<file path="src/rtl/pstage_guard_pkg.sv">
package pstage_guard_pkg;
  localparam int unsigned N_SRC = 4;
  typedef enum logic [1:0] {
    SRC_OC = 2'd0,
    SRC_OT = 2'd1,
    SRC_UV = 2'd2,
    SRC_OV = 2'd3
  } fault_src_e;
endpackage

</file>
<file path="src/rtl/pstage_oc_sync.sv">
module pstage_oc_sync #(
  parameter int unsigned N_BRIDGE = 4
) (
  input  logic                    clk_i,
  input  logic                    rst_ni,
  input  logic [2*N_BRIDGE-1:0]   flags_i,
  output logic                    any_o
);
  localparam int unsigned N_FLAGS = 2 * N_BRIDGE;

  logic [N_FLAGS-1:0]  s1_q, s2_q;
  logic [N_BRIDGE-1:0] bridge_oc;

  always_ff @(posedge clk_i or negedge rst_ni) begin
    if (!rst_ni) begin
      s1_q <= '0;
      s2_q <= '0;
    end else begin
      s1_q <= flags_i;
      s2_q <= s1_q;
    end
  end

  for (genvar b = 0; b < N_BRIDGE; b++) begin : g_bridge
    assign bridge_oc[b] = s2_q[2*b] | s2_q[2*b+1];
  end

  assign any_o = |bridge_oc;

  AST_SYNC_TWO_STAGE: assert property (@(posedge clk_i) disable iff (!rst_ni)
    (flags_i == '0) |=> ##1 (s2_q == '0)) else $error("sync stage skipped");
endmodule

</file>
<file path="src/rtl/pstage_hold_release.sv">
module pstage_hold_release #(
  parameter int unsigned REL_CYC = 16
) (
  input  logic clk_i,
  input  logic rst_ni,
  input  logic engage_i,
  input  logic clear_i,
  output logic active_o
);
  localparam int unsigned CNT_W = (REL_CYC > 1) ? $clog2(REL_CYC) : 1;
  localparam logic [CNT_W-1:0] LAST = CNT_W'(REL_CYC - 1);

  logic             state_q;
  logic [CNT_W-1:0] cnt_q;

  always_ff @(posedge clk_i or negedge rst_ni) begin
    if (!rst_ni) begin
      state_q <= 1'b0;
      cnt_q   <= '0;
    end else if (engage_i) begin
      state_q <= 1'b1;
      cnt_q   <= '0;
    end else if (state_q && clear_i) begin
      if (cnt_q == LAST) begin
        state_q <= 1'b0;
        cnt_q   <= '0;
      end else begin
        cnt_q <= cnt_q + 1'b1;
      end
    end else begin
      cnt_q <= '0;
    end
  end

  // engage drives the output without a register stage
  assign active_o = state_q | engage_i;

  AST_CNT_RANGE: assert property (@(posedge clk_i) disable iff (!rst_ni)
    cnt_q <= LAST) else $error("release counter out of range");
  AST_BAND_HOLDS: assert property (@(posedge clk_i) disable iff (!rst_ni)
    (state_q && !clear_i) |=> state_q) else $error("released without clear");
  AST_RELEASE_AFTER_CLEAR: assert property (@(posedge clk_i) disable iff (!rst_ni)
    $fell(state_q) |-> $past(clear_i)) else $error("release not preceded by clear");
endmodule

</file>
<file path="src/rtl/pstage_guard.sv">
module pstage_guard
  import pstage_guard_pkg::*;
#(
  parameter int unsigned N_BRIDGE = 4,
  parameter int unsigned TEMP_W   = 8,
  parameter int unsigned VOLT_W   = 10,
  parameter int unsigned OT_TRIP  = 150,
  parameter int unsigned OT_REL   = 135,
  parameter int unsigned UV_TRIP  = 84,
  parameter int unsigned UV_REL   = 85,
  parameter int unsigned OV_TRIP  = 275,
  parameter int unsigned OV_REL   = 272,
  parameter int unsigned REL_CYC  = 16
) (
  input  logic                  clk_i,
  input  logic                  rst_ni,
  input  logic [2*N_BRIDGE-1:0] oc_flags_i,
  input  logic [TEMP_W-1:0]     temp_code_i,
  input  logic [VOLT_W-1:0]     vsup_code_i,
  input  logic                  stat_rd_clr_i,
  output logic [N_BRIDGE-1:0]   hiz_o,
  output logic                  fault_no,
  output logic                  fault_sticky_o
);
  localparam logic [TEMP_W-1:0] OT_TRIP_C = TEMP_W'(OT_TRIP);
  localparam logic [TEMP_W-1:0] OT_REL_C  = TEMP_W'(OT_REL);
  localparam logic [VOLT_W-1:0] UV_TRIP_C = VOLT_W'(UV_TRIP);
  localparam logic [VOLT_W-1:0] UV_REL_C  = VOLT_W'(UV_REL);
  localparam logic [VOLT_W-1:0] OV_TRIP_C = VOLT_W'(OV_TRIP);
  localparam logic [VOLT_W-1:0] OV_REL_C  = VOLT_W'(OV_REL);

  logic             oc_any;
  logic [N_SRC-1:0] engage, clear, active;
  logic             shut;
  logic             sticky_q;

  pstage_oc_sync #(.N_BRIDGE(N_BRIDGE)) u_oc_sync (
    .clk_i  (clk_i),
    .rst_ni (rst_ni),
    .flags_i(oc_flags_i),
    .any_o  (oc_any)
  );

  always_comb begin
    engage[SRC_OC] = oc_any;
    clear[SRC_OC]  = ~oc_any;
    engage[SRC_OT] = temp_code_i > OT_TRIP_C;
    clear[SRC_OT]  = temp_code_i <= OT_REL_C;
    engage[SRC_UV] = vsup_code_i < UV_TRIP_C;
    clear[SRC_UV]  = vsup_code_i > UV_REL_C;
    engage[SRC_OV] = vsup_code_i > OV_TRIP_C;
    clear[SRC_OV]  = vsup_code_i < OV_REL_C;
  end

  for (genvar s = 0; s < N_SRC; s++) begin : g_src
    pstage_hold_release #(.REL_CYC(REL_CYC)) u_hold (
      .clk_i   (clk_i),
      .rst_ni  (rst_ni),
      .engage_i(engage[s]),
      .clear_i (clear[s]),
      .active_o(active[s])
    );
  end

  assign shut = |active;

  for (genvar b = 0; b < N_BRIDGE; b++) begin : g_hiz
    assign hiz_o[b] = shut;
  end

  assign fault_no = ~active[SRC_OC];

  always_ff @(posedge clk_i or negedge rst_ni) begin
    if (!rst_ni)                             sticky_q <= 1'b0;
    else if (active[SRC_OC])                 sticky_q <= 1'b1;
    else if (stat_rd_clr_i)                  sticky_q <= 1'b0;
  end

  assign fault_sticky_o = sticky_q;

  AST_BRIDGES_TOGETHER: assert property (@(posedge clk_i) disable iff (!rst_ni)
    ($countones(hiz_o) == 0) || ($countones(hiz_o) == N_BRIDGE)) else $error("bridges split");
  AST_PIN_TRACKS_OC: assert property (@(posedge clk_i) disable iff (!rst_ni)
    oc_any |-> !fault_no) else $error("fault pin high during overcurrent");
  AST_STICKY_SET: assert property (@(posedge clk_i) disable iff (!rst_ni)
    !fault_no |=> fault_sticky_o) else $error("sticky not set");
  AST_STICKY_CLR: assert property (@(posedge clk_i) disable iff (!rst_ni)
    $fell(fault_sticky_o) |-> ($past(stat_rd_clr_i) && $past(fault_no))) else $error("sticky lost");
  AST_OT_IMMEDIATE: assert property (@(posedge clk_i) disable iff (!rst_ni)
    (temp_code_i > OT_TRIP_C) |-> &hiz_o) else $error("thermal trip late");
  AST_UV_IMMEDIATE: assert property (@(posedge clk_i) disable iff (!rst_ni)
    (vsup_code_i < UV_TRIP_C) |-> &hiz_o) else $error("undervoltage trip late");
  AST_OV_IMMEDIATE: assert property (@(posedge clk_i) disable iff (!rst_ni)
    (vsup_code_i > OV_TRIP_C) |-> &hiz_o) else $error("overvoltage trip late");
endmodule

</file>
<file path="config.mk">
export PLATFORM = sky130hd
export DESIGN_NAME = pstage_guard
export DESIGN_NICKNAME = d
export VERILOG_FILES = /design/src/rtl/pstage_guard_pkg.sv /design/src/rtl/pstage_oc_sync.sv /design/src/rtl/pstage_hold_release.sv /design/src/rtl/pstage_guard.sv
export SDC_FILE = /design/constraint.sdc
export NUM_CORES = 1
export LEC_CHECK = 0
export BUFFER_PORTS_ARGS = -buffer_cell sky130_fd_sc_hd__buf_4
export CAP_MARGIN = 15
export CORE_MARGIN = 4
export CORE_UTILIZATION = 51
export DETAILED_ROUTE_END_ITERATION = 7
export PLACE_DENSITY = 0.77
export SYNTH_ARGS = -nofsm -noshare
export SYNTH_HDL_FRONTEND = slang
export SYNTH_SLANG_ARGS = --single-unit
</file>
<file path="constraint.sdc">
create_clock -name clk_i -period 1.7 [get_ports clk_i]
set_input_delay 0.085 -clock clk_i [delete_from_list [all_inputs] [get_ports clk_i]]
set_output_delay 0.085 -clock clk_i [all_outputs]
set_load 0.01 [all_outputs]
</file>
==> reports/results.tsv, run 1 <==
metric	value	unit
status	complete, but fails checks	
failing checks	setup timing	
hold_ws	0.0271	ns
Place WS	0.156	ns
CTS tree	yes	
port bufs	33	
overall global routing resource usage	18.7	%
total congestion overflow	0	
final setup margin	-0.102	ns
Worst Hold Class	in -> reg	
crit-path cells	nor4_4 -> nand2_2 -> nor3_4 -> nand4_4 -> buf_6	
starting DRC count in detailed routing	26	
area delta synth->final	37.6	%
CP peak stage delay	0.41	ns
Die Wd	61.6	um
startpoint types	flip-flop	
worst-margin pin slew	0.442	ns
cts bufs inserted	5	
Max Fclk	555	MHz
leakage	0.000930	uW
Clock Tree Buf Depth	2	
routed wire length	3090	um
core area	2760	sq um
Post-Synthesis Cell Area	1460	sq um
ant diodes	0	
worst-path fanout max	4	
DR pass1 iterations	4	
synthesized instance count	119	
number of synthesized register bits	37	
Crit. End Element	output port	
Final nets	204	
Max Slew Vio Count	0	
unrepaired setup endpoints after global routing	true	
die area	3790	sq um
post-synthesis sequential area ratio	63.3	%
final non-filler cell total	202	
MaxCap Viol Count	0	
I/O Pins	35	
clk_lat worst skew	0.33	ns
DP HPWL	2170	um
Cells after DPL	179	
Register Area	926	sq um
Clock Pin Slew Worst Setup and Hold Paths	0.10	ns
via/cell ratio	5.46	
largest net degree at the start of global routing	38	
first-pass GRT wire length	5020	um
Wirelength per Cell	15.3	um
crit share post-route	106	%
CP required	1.62	ns
Setup Skew	0.0158	ns
Die Y	61.6	um
Initial Util	53.0	%
share of layout cells above drive strength 1	32.7	%
worst path bufs/invs	1	
CTS Sinks	37	
clock root buffer master	clkbuf_4	
Final Hold Viols	0	
CP arrival	1.72	ns
Worst VDD drop	0.853	mV
slowest CP cell	dfrtp_1	
Synthesis Warnings	0	
htree depth	2	
post-route ant nets	0	
syn_nets	152	
DR DRC count	0	
PwrDens	873	nW/um^2
vias post-DR	1103	
fillcell total	176	
multi-input logic area	552	sq um
kind of critical path	reg -> out	
number of global-route vias before repair	1214	
post-synth cell types	30	
Placer Congestion	0.748	
Post-Syn Area per Cell	12.3	sq um
Tmin final	1.80	ns
endpoints failing setup	5	
relative slew slack	70.6	%
Site Rows	19	
PnR Total Power	1760	uW
initial antenna violation count	0	
Largest delay share family, worst path	simple AND/OR/NAND/NOR gates	
-- layer usage --
metal  global-route usage [%]  vias up  part of all wire, %
met4                     9.70        0                  3.2
met1                     19.4      527                   38
li1                         -      524                    -
met5                        0        -                    0
met3                     5.45       12                  5.2
met2                     33.9       40                   54
-- cell type report --
| cell class | instances | share of cell area (%) |
|---|---|---|
| clock buffer | 7 | 2.73 |
| inverter | 7 | 1.31 |
| multi-input combinational | 71 | 27.4 |
| sequential | 37 | 46.0 |
| tap | 31 | 1.93 |
| timing repair buffer | 49 | 20.6 |
-- sequential cells by signal, summed over array words and instances, names as in the netlist --
register	cells
fault_sticky_o	1
g_src.u_hold.cnt_q	16
u_oc_sync.s2_q	8
g_src.u_hold.state_q	4
u_oc_sync.s1_q	8
-- timing repair --
item                                    CTS  global route
pin swaps                                 3             6
resized for setup                        10             7
endpoints found under the setup margin    5             5
setup buffers                             5             1
hold endpoints to repair                 46             0
hold buffers                             10             0
-- final timing paths --
check | endpoint | slack [ns] | depth (start not counted) | startpoint
max | hiz_o[2] | -0.10 | 5 | u_oc_sync.s2_q[6]
min | g_src[1].u_hold.state_q | 0.03 | 3 | temp_code_i[7]
max reg2reg | fault_sticky_o | 0.25 | 6 | u_oc_sync.s2_q[6]
min reg2reg | u_oc_sync.s2_q[0] | 0.36 | 0 | u_oc_sync.s1_q[0]
max in group asynchronous | u_oc_sync.s1_q[0] | 1.14 | 2 | rst_ni
min in group asynchronous | g_src[3].u_hold.state_q | 0.23 | 2 | rst_ni
-- Yosys cell counts --
library cell	count	area share, %
nor4b_1	1	0.60
o311ai_1	1	0.60
nand2_1	4	1.0
and3_1	3	1.3
o21ai_0	5	1.7
or4_4	1	0.77
xnor2_1	4	2.4
ha_1	4	3.4
a21o_1	3	1.5
nand3b_1	1	0.51
and2_1	1	0.43
or2b_2	1	0.60
dfrtp_1	37	63
nand3_1	5	1.7
buf_4	4	2.1
inv_1	7	1.8
nand4_2	1	0.86
nor4_1	2	0.86
or3_1	1	0.43
o31ai_1	1	0.51
o41ai_1	1	0.60
o41ai_2	1	1.1
o32ai_2	1	1.1
nor3b_1	1	0.51
nand4b_1	3	1.8
xor2_1	1	0.60
a21o_2	1	0.60
a21oi_1	10	3.4
nor3_1	6	2.1
nor2_1	7	1.8
-- cell families (layout without fill, tap and decap cells) --
group	after synthesis	after routing	synth area share, %
simple gates	38	38	15.2
flops	37	37	63.3
compound gates	24	24	11.2
buf+inv	11	63	3.85
xor+xnor	5	5	2.99
fa+ha+maj	4	4	3.42
-- worst register-to-register path, delay by kind of cell, from the launching register on --
kind / cells / cell delay, ns
buffers and inverters: 2 / 0.27
DFF: 1 / 0.41
and+or+nand+nor: 3 / 0.58
AOI/OAI and AO/OA: 1 / 0.09
-- cell usage in the layout (no fill, tap or decap), types with 4 or more instances in the layout --
master / Yosys / final
nor3_1: 6 / 5
o21ai_0: 5 / 5
buf_6: 0 / 6
dlygate4sd3_1: 0 / 10
xnor2_1: 4 / 4
ha_1: 4 / 4
buf_4: 4 / 33
clkbuf_4: 0 / 5
a21oi_1: 10 / 10
inv_1: 7 / 7
nor2_1: 7 / 6
nand3_1: 5 / 5
dfrtp_1: 37 / 37
-- power breakdown --
group | total [uW] | leakage [uW] | internal, uW | switching [uW]
Combinational | 269 | 0.000454 | 145 | 123
Sequential | 1040 | 0.000444 | 965 | 71.1
Clock | 453 | 0.0000314 | 195 | 258
-- metrics by stage --
step	setup TNS, ns	utilization [%]	cell area, sq um
floorplan	0	-	1460
global placement	0	62.3	1720
detailed placement	0	62.3	1720
CTS	-0.258	71.3	1970
global route	-1.09	73.0	2010
finish	-0.464	73.0	2010
Power figures use the tool's default switching activity.
==> run 2: changes to the inputs <==
--- a/config.mk
+++ b/config.mk
@@ -5,12 +5,14 @@
 export SDC_FILE = /design/constraint.sdc
 export NUM_CORES = 1
 export LEC_CHECK = 0
+export ABC_CLOCK_PERIOD_IN_PS = 1700
 export BUFFER_PORTS_ARGS = -buffer_cell sky130_fd_sc_hd__buf_4
 export CAP_MARGIN = 15
 export CORE_MARGIN = 4
 export CORE_UTILIZATION = 51
 export DETAILED_ROUTE_END_ITERATION = 7
 export PLACE_DENSITY = 0.77
+export SETUP_SLACK_MARGIN = 0.15
 export SYNTH_ARGS = -nofsm -noshare
 export SYNTH_HDL_FRONTEND = slang
 export SYNTH_SLANG_ARGS = --single-unit
==> reports/results.tsv, run 2 (same netlist as run 1, synthesis figures left out) <==
metric	value	unit	change
Final Hold Viols	0		unchanged
MaxCap Viol Count	0		unchanged
initial antenna violation count	0		unchanged
starting DRC count in detailed routing	33		+27%
overall global routing resource usage	19.5	%	+0.75 points
htree depth	2		unchanged
Worst Hold Class	in -> reg		
first-pass GRT wire length	5220	um	+4.0%
worst-path fanout max	4		unchanged
I/O Pins	35		unchanged
CP required	1.62	ns	about the same
dpl cell area	1720	sq um	unchanged
DR DRC count	0		unchanged
total congestion overflow	0		unchanged
Most flops, register	g_src.u_hold.cnt_q		
final setup margin	-0.0841	ns	+0.0183 ns
DP HPWL	2170	um	unchanged
area delta synth->final	38.5	%	
die area	3790	sq um	unchanged
Die Wd	61.6	um	unchanged
post-route ant nets	0		unchanged
relative slew slack	70.2	%	-0.33 points
Finished Cell Area	2030	sq um	+0.62%
status	complete, but fails checks		
Register Area	926	sq um	unchanged
largest net degree at the start of global routing	38		unchanged
Tmin final	1.78	ns	-0.0183 ns
share of layout cells above drive strength 1	33.7	%	+0.97 points
Site Rows	19		unchanged
CP arrival	1.70	ns	-0.02 ns
Crit. End Element	output port		
fillcell total	172		-2.3%
endpoints failing setup	5		unchanged
multi-input logic area	557	sq um	+0.91%
Initial Util	53.0	%	unchanged
crit share post-route	105	%	-1.1 points
number of global-route vias before repair	1245		+2.6%
Wirelength per Cell	15.8	um	+3.2%
ant diodes	0		unchanged
via/cell ratio	5.49		+0.50%
commonest non-fill, non-tap cell in the layout	dfrtp_1		
Worst VDD drop	0.758	mV	-11%
Clock Pin Slew Worst Setup and Hold Paths	0.10	ns	about the same
Placer Congestion	0.748		unchanged
clk_lat worst skew	0.32	ns	about the same
Final nets	205		+0.49%
clock root buffer master	clkbuf_4		
biggest regs	g_src.u_hold.cnt_q x16, u_oc_sync.s1_q x8, u_oc_sync.s2_q x8		
routed wire length	3200	um	+3.7%
CTS Sinks	37		unchanged
vias post-DR	1114		+1.0%
port bufs	33		unchanged
max reg flops	16		unchanged
Max Slew Vio Count	0		unchanged
core area	2760	sq um	unchanged
Die Y	61.6	um	unchanged
Cells after DPL	179		unchanged
Max Fclk	561	MHz	+1.0%
worst-margin pin slew	0.447	ns	+0.00499 ns
leakage	0.000923	uW	-0.72%
startpoint types	flip-flop		
DR pass1 iterations	4		unchanged
CTS tree	yes		
PwrDens	872	nW/um^2	about the same
final non-filler cell total	203		+0.50%
failing checks	setup timing		
most used cells in the layout excluding fill and tap cells	dfrtp_1 (37), buf_4 (34), a21oi_1 (10), dlygate4sd3_1 (10), inv_1 (7)		
unrepaired setup endpoints after global routing	true		
TNS Setup	-0.399	ns	+0.0644 ns
Clock Tree Buf Depth	2		unchanged
Setup Skew	0.0107	ns	-0.00517 ns
cts bufs inserted	5		unchanged
kind of critical path	reg -> out		
## run 2: through the flow
stage	util [%]	hold WS [ns]	power, uW	setup slack (ns)
after CTS	72.1	0.0151	1760	-0.0655
after global routing	73.5	0.0139	1870	-0.149
final	73.5	0.0288	1770	-0.0841
after floorplan	-	-0.211	1170	0.266
after detailed placement	62.3	0.0657	1290	0.156
after global placement	62.3	0.0562	1270	0.205
## run 2: final cells by class
| type | count | share of cell area (%) |
|---|---|---|
| inverters | 7 | 1.30 |
| clock buffers | 7 | 2.72 |
| multi-input cells | 71 | 27.5 |
| repair buffers | 50 | 20.9 |
| well taps | 31 | 1.91 |
| flip-flops and latches | 37 | 45.7 |
## run 2: timing repair
action                                  4_1_cts  5_1_grt
pin swaps                                     3        4
cloned                                        0        0
gates resized for setup                      13        5
endpoints found under the hold margin        46        0
hold buffers                                 10        0
endpoints found under the setup margin        5        7
buffers inserted                              6        1
## run 2: worst paths after layout
path / startpoint / to / slack, ns / cells after the start
worst min register to register: u_oc_sync.s1_q[4] / u_oc_sync.s2_q[4] / 0.36 / 0
min in group asynchronous: rst_ni / g_src[2].u_hold.cnt_q[1] / 0.24 / 2
worst max register to register: u_oc_sync.s2_q[2] / fault_sticky_o / 0.24 / 6
worst min-delay path: temp_code_i[7] / g_src[1].u_hold.state_q / 0.03 / 3
worst max-delay path: u_oc_sync.s2_q[2] / hiz_o[2] / -0.08 / 5
max in group asynchronous: rst_ni / g_src[1].u_hold.cnt_q[2] / 1.13 / 2
## run 2: where the power goes
group	total (uW)	internal, uW	switching [uW]
clock network	450	195	255
logic	281	150	132
registers	1040	964	70.7
total	1770	1310	458
## run 2: critical path, stage by stage (launching register included)
cell and delay [ns]:
dfrtp_1 0.41, nor4_4 0.33, nand2_2 0.13, nor3_4 0.17, nand4_4 0.17, buf_6 0.17
## run 2: metal layers
| metal | part of all wire [%] | GRT usage, % |
|---|---|---|
| met1 | 38 | 19.8 |
| met2 | 55 | 35.4 |
| met3 | 4.8 | 5.66 |
| met4 | 2.6 | 10.6 |
| met5 | 0 | 0 |
==> run 3: changes to the inputs <==
--- a/config.mk
+++ b/config.mk
@@ -5,14 +5,15 @@
 export SDC_FILE = /design/constraint.sdc
 export NUM_CORES = 1
 export LEC_CHECK = 0
+export ABC_AREA = 1
 export ABC_CLOCK_PERIOD_IN_PS = 1700
 export BUFFER_PORTS_ARGS = -buffer_cell sky130_fd_sc_hd__buf_4
 export CAP_MARGIN = 15
 export CORE_MARGIN = 4
-export CORE_UTILIZATION = 51
+export CORE_UTILIZATION = 52
 export DETAILED_ROUTE_END_ITERATION = 7
 export PLACE_DENSITY = 0.77
-export SETUP_SLACK_MARGIN = 0.15
+export SETUP_SLACK_MARGIN = 0.3
 export SYNTH_ARGS = -nofsm -noshare
 export SYNTH_HDL_FRONTEND = slang
 export SYNTH_SLANG_ARGS = --single-unit
==> reports/results.tsv, run 3 <==
metric	value	unit	change
Synth top cells by count	dfrtp_1 (37), nor2_1 (25), nand2_1 (22), inv_1 (18), nand3_1 (12)		
FF-to-FF Start	u_oc_sync.s2_q[7]		
worst-margin pin slew	0.434	ns	-0.0122 ns
Die Wd	62.0	um	+0.65%
MaxCap Viol Count	0		unchanged
Worst VDD drop	1.09	mV	+44%
overall global routing resource usage	17.4	%	-2.1 points
Clock Tree Buf Depth	2		unchanged
Crit. End Element	output port		
crit share post-route	95.9	%	-9.0 points
biggest regs	g_src.u_hold.cnt_q x16, u_oc_sync.s1_q x8, u_oc_sync.s2_q x8		
Max Fclk	613	MHz	+9.4%
vias post-DR	1167		+4.8%
clk_lat worst skew	0.34	ns	+0.02 ns
DR DRC count	0		unchanged
core area	2760	sq um	unchanged
status	complete, no violations		
Max Slew Vio Count	0		unchanged
Wirelength per Cell	13.0	um	-18%
Place WS	0.351	ns	+0.195 ns
largest net degree at the start of global routing	38		unchanged
DR pass1 iterations	4		unchanged
starting DRC count in detailed routing	44		+33%
leakage	0.00103	uW	+11%
top-area cell type share of the netlist area	61.2	%	-2.1 points
Final nets	238		+16%
most numerous cell in the Yosys netlist	dfrtp_1		
CP required	1.62	ns	about the same
number of synthesized register bits	37		unchanged
Tmin final	1.63	ns	-0.153 ns
Most flops, register	g_src.u_hold.cnt_q		
post-synth cell types	22		-27%
top_reg_cell synth	dfrtp_1		
worst-path fanout max	4		unchanged
CTS tree	yes		
CTS Sinks	37		unchanged
PnR Total Power	2100	uW	+19%
CP Launch Point	u_oc_sync.s2_q[7]		
Initial Util	54.9	%	+1.9 points
Die Y	62.0	um	+0.65%
CP arrival	1.55	ns	-0.15 ns
max reg flops	16		unchanged
Setup Skew	0.00478	ns	-0.00588 ns
asr flop ratio synth	100	%	unchanged
hold_ws	0.0487	ns	+0.0200 ns
Site Rows	19		unchanged
kind of critical path	reg -> out		
final setup margin	0.0694	ns	+0.153 ns
startpoint types	flip-flop		
top cells by area, synth	dfrtp_1 (61%), nor2_1 (6.2%), nand2_1 (5.5%), inv_1 (4.5%), nand3_1 (4.0%)		
Worst Hold Class	in -> reg		
PwrDens	999	nW/um^2	+15%
total congestion overflow	0		unchanged
first-pass GRT wire length	4740	um	-9.2%
commonest non-fill, non-tap cell in the layout	dfrtp_1		
clock root buffer master	clkbuf_4		
post-route ant nets	0		unchanged
syn_nets	185		+22%
Clock Pin Slew Worst Setup and Hold Paths	0.11	ns	about the same
unrepaired setup endpoints after global routing	true		
Synthesis Warnings	0		unchanged
initial antenna violation count	0		unchanged
most used cells in the layout excluding fill and tap cells	dfrtp_1 (37), buf_4 (34), nor2_1 (21)		
Post-Syn Area per Cell	9.96	sq um	-19%
die area	3840	sq um	+1.3%
routed wire length	3080	um	-3.7%
post-synthesis sequential area ratio	61.2	%	-2.1 points
ant diodes	0		unchanged
area delta synth->final	38.8	%	
synthesized instance count	152		+28%
relative slew slack	71.0	%	+0.81 points
number of global-route vias before repair	1224		-1.7%
share of layout cells above drive strength 1	31.1	%	-2.7 points
endpoints failing setup	0		-5
HP Start	temp_code_i[7]		
DP HPWL	2080	um	-4.4%
via/cell ratio	4.92		-10%
I/O Pins	35		unchanged
Cells after DPL	212		+18%
Post-synth EDFFs	0		unchanged
cell type with the largest total area after synthesis	dfrtp_1		
Post-Synthesis Cell Area	1510	sq um	+3.5%
htree depth	2		unchanged
port bufs	33		unchanged
Placer Congestion	0.699		-6.6%
Final Hold Viols	0		unchanged
cts bufs inserted	5		unchanged
final non-filler cell total	237		+17%
==> run 3: cell count changes in the layout (fill, tap and decap cells not counted), sizes merged, moves of 4 or more <==
cell,change
inv,+12
a21oi,-7
nor2,+19
nand3,+8
a21o,-4
nand2,+18
==> run 3: metal layers <==
layer  GRT usage (%)  wire [um]  up-vias
li1                -          -      583
met1            17.8       1190      551
met2            32.2       1740       31
met3            6.82        141        2
met4            5.15          6        0
met5               0          0        -
==> run 3: logic make-up (layout without fill, tap and decap cells) <==
group | after synthesis | in the layout | synth area share (%)
simple gates | 71 | 71 | 21.3
xor+xnor | 5 | 5 | 2.89
buf+inv | 22 | 76 | 6.45
compound gates | 13 | 13 | 4.88
flops | 37 | 37 | 61.2
fa+ha+maj | 4 | 4 | 3.31
==> run 3: area by class of cell <==
type	instances	area [sq um]
clock buffers	5	37.5
clock inverters	3	68.8
fillers	181	657
inverters	18	70.1
multi-input cells	93	537
flip-flops and latches	37	926
well taps	31	38.8
repair buffers	50	423
==> run 3: timing repair <==
action,CTS,global route
pin swaps,2,3
setup endpoints to repair,5,9
hold buffers,10,0
resized for setup,6,14
buffers inserted,7,0
gates cloned,0,0
endpoints found under the hold margin,46,0
==> run 3: final timing paths <==
| path | end | slack, ns | depth (start not counted) |
|---|---|---|---|
| max | hiz_o[3] | 0.07 | 7 |
| min | g_src[1].u_hold.state_q | 0.05 | 3 |
| max reg2reg | g_src[0].u_hold.cnt_q[2] | 0.09 | 11 |
| min reg2reg | u_oc_sync.s2_q[3] | 0.36 | 0 |
| max in group asynchronous | g_src[2].u_hold.state_q | 1.18 | 2 |
| min in group asynchronous | g_src[0].u_hold.cnt_q[1] | 0.22 | 2 |
==> run 3: where the power goes <==
group          switching (uW)  total [uW]  leakage (uW)  internal, uW
registers                57.9        1030      0.000444           970
clock network             296         759     0.0000558           463
logic                     153         312      0.000529           159
==> run 3: worst max-delay path, stage by stage (launching register included) <==
cell and delay [ns]:
dfrtp_1 0.40, nor2_1 0.11, nand2_1 0.09, nor2_2 0.15, nand2_2 0.09, nor2_2 0.11
nand3_2 0.10, buf_4 0.17
==> run 3: through the flow <==
stage | setup TNS [ns] | area, sq um | util (%)
floorplan | 0 | 1510 | -
global placement | 0 | 1770 | 64.2
detailed placement | 0 | 1770 | 64.2
CTS | 0 | 2050 | 74.2
global route | -0.153 | 2100 | 76.2
finish | 0 | 2100 | 76.2
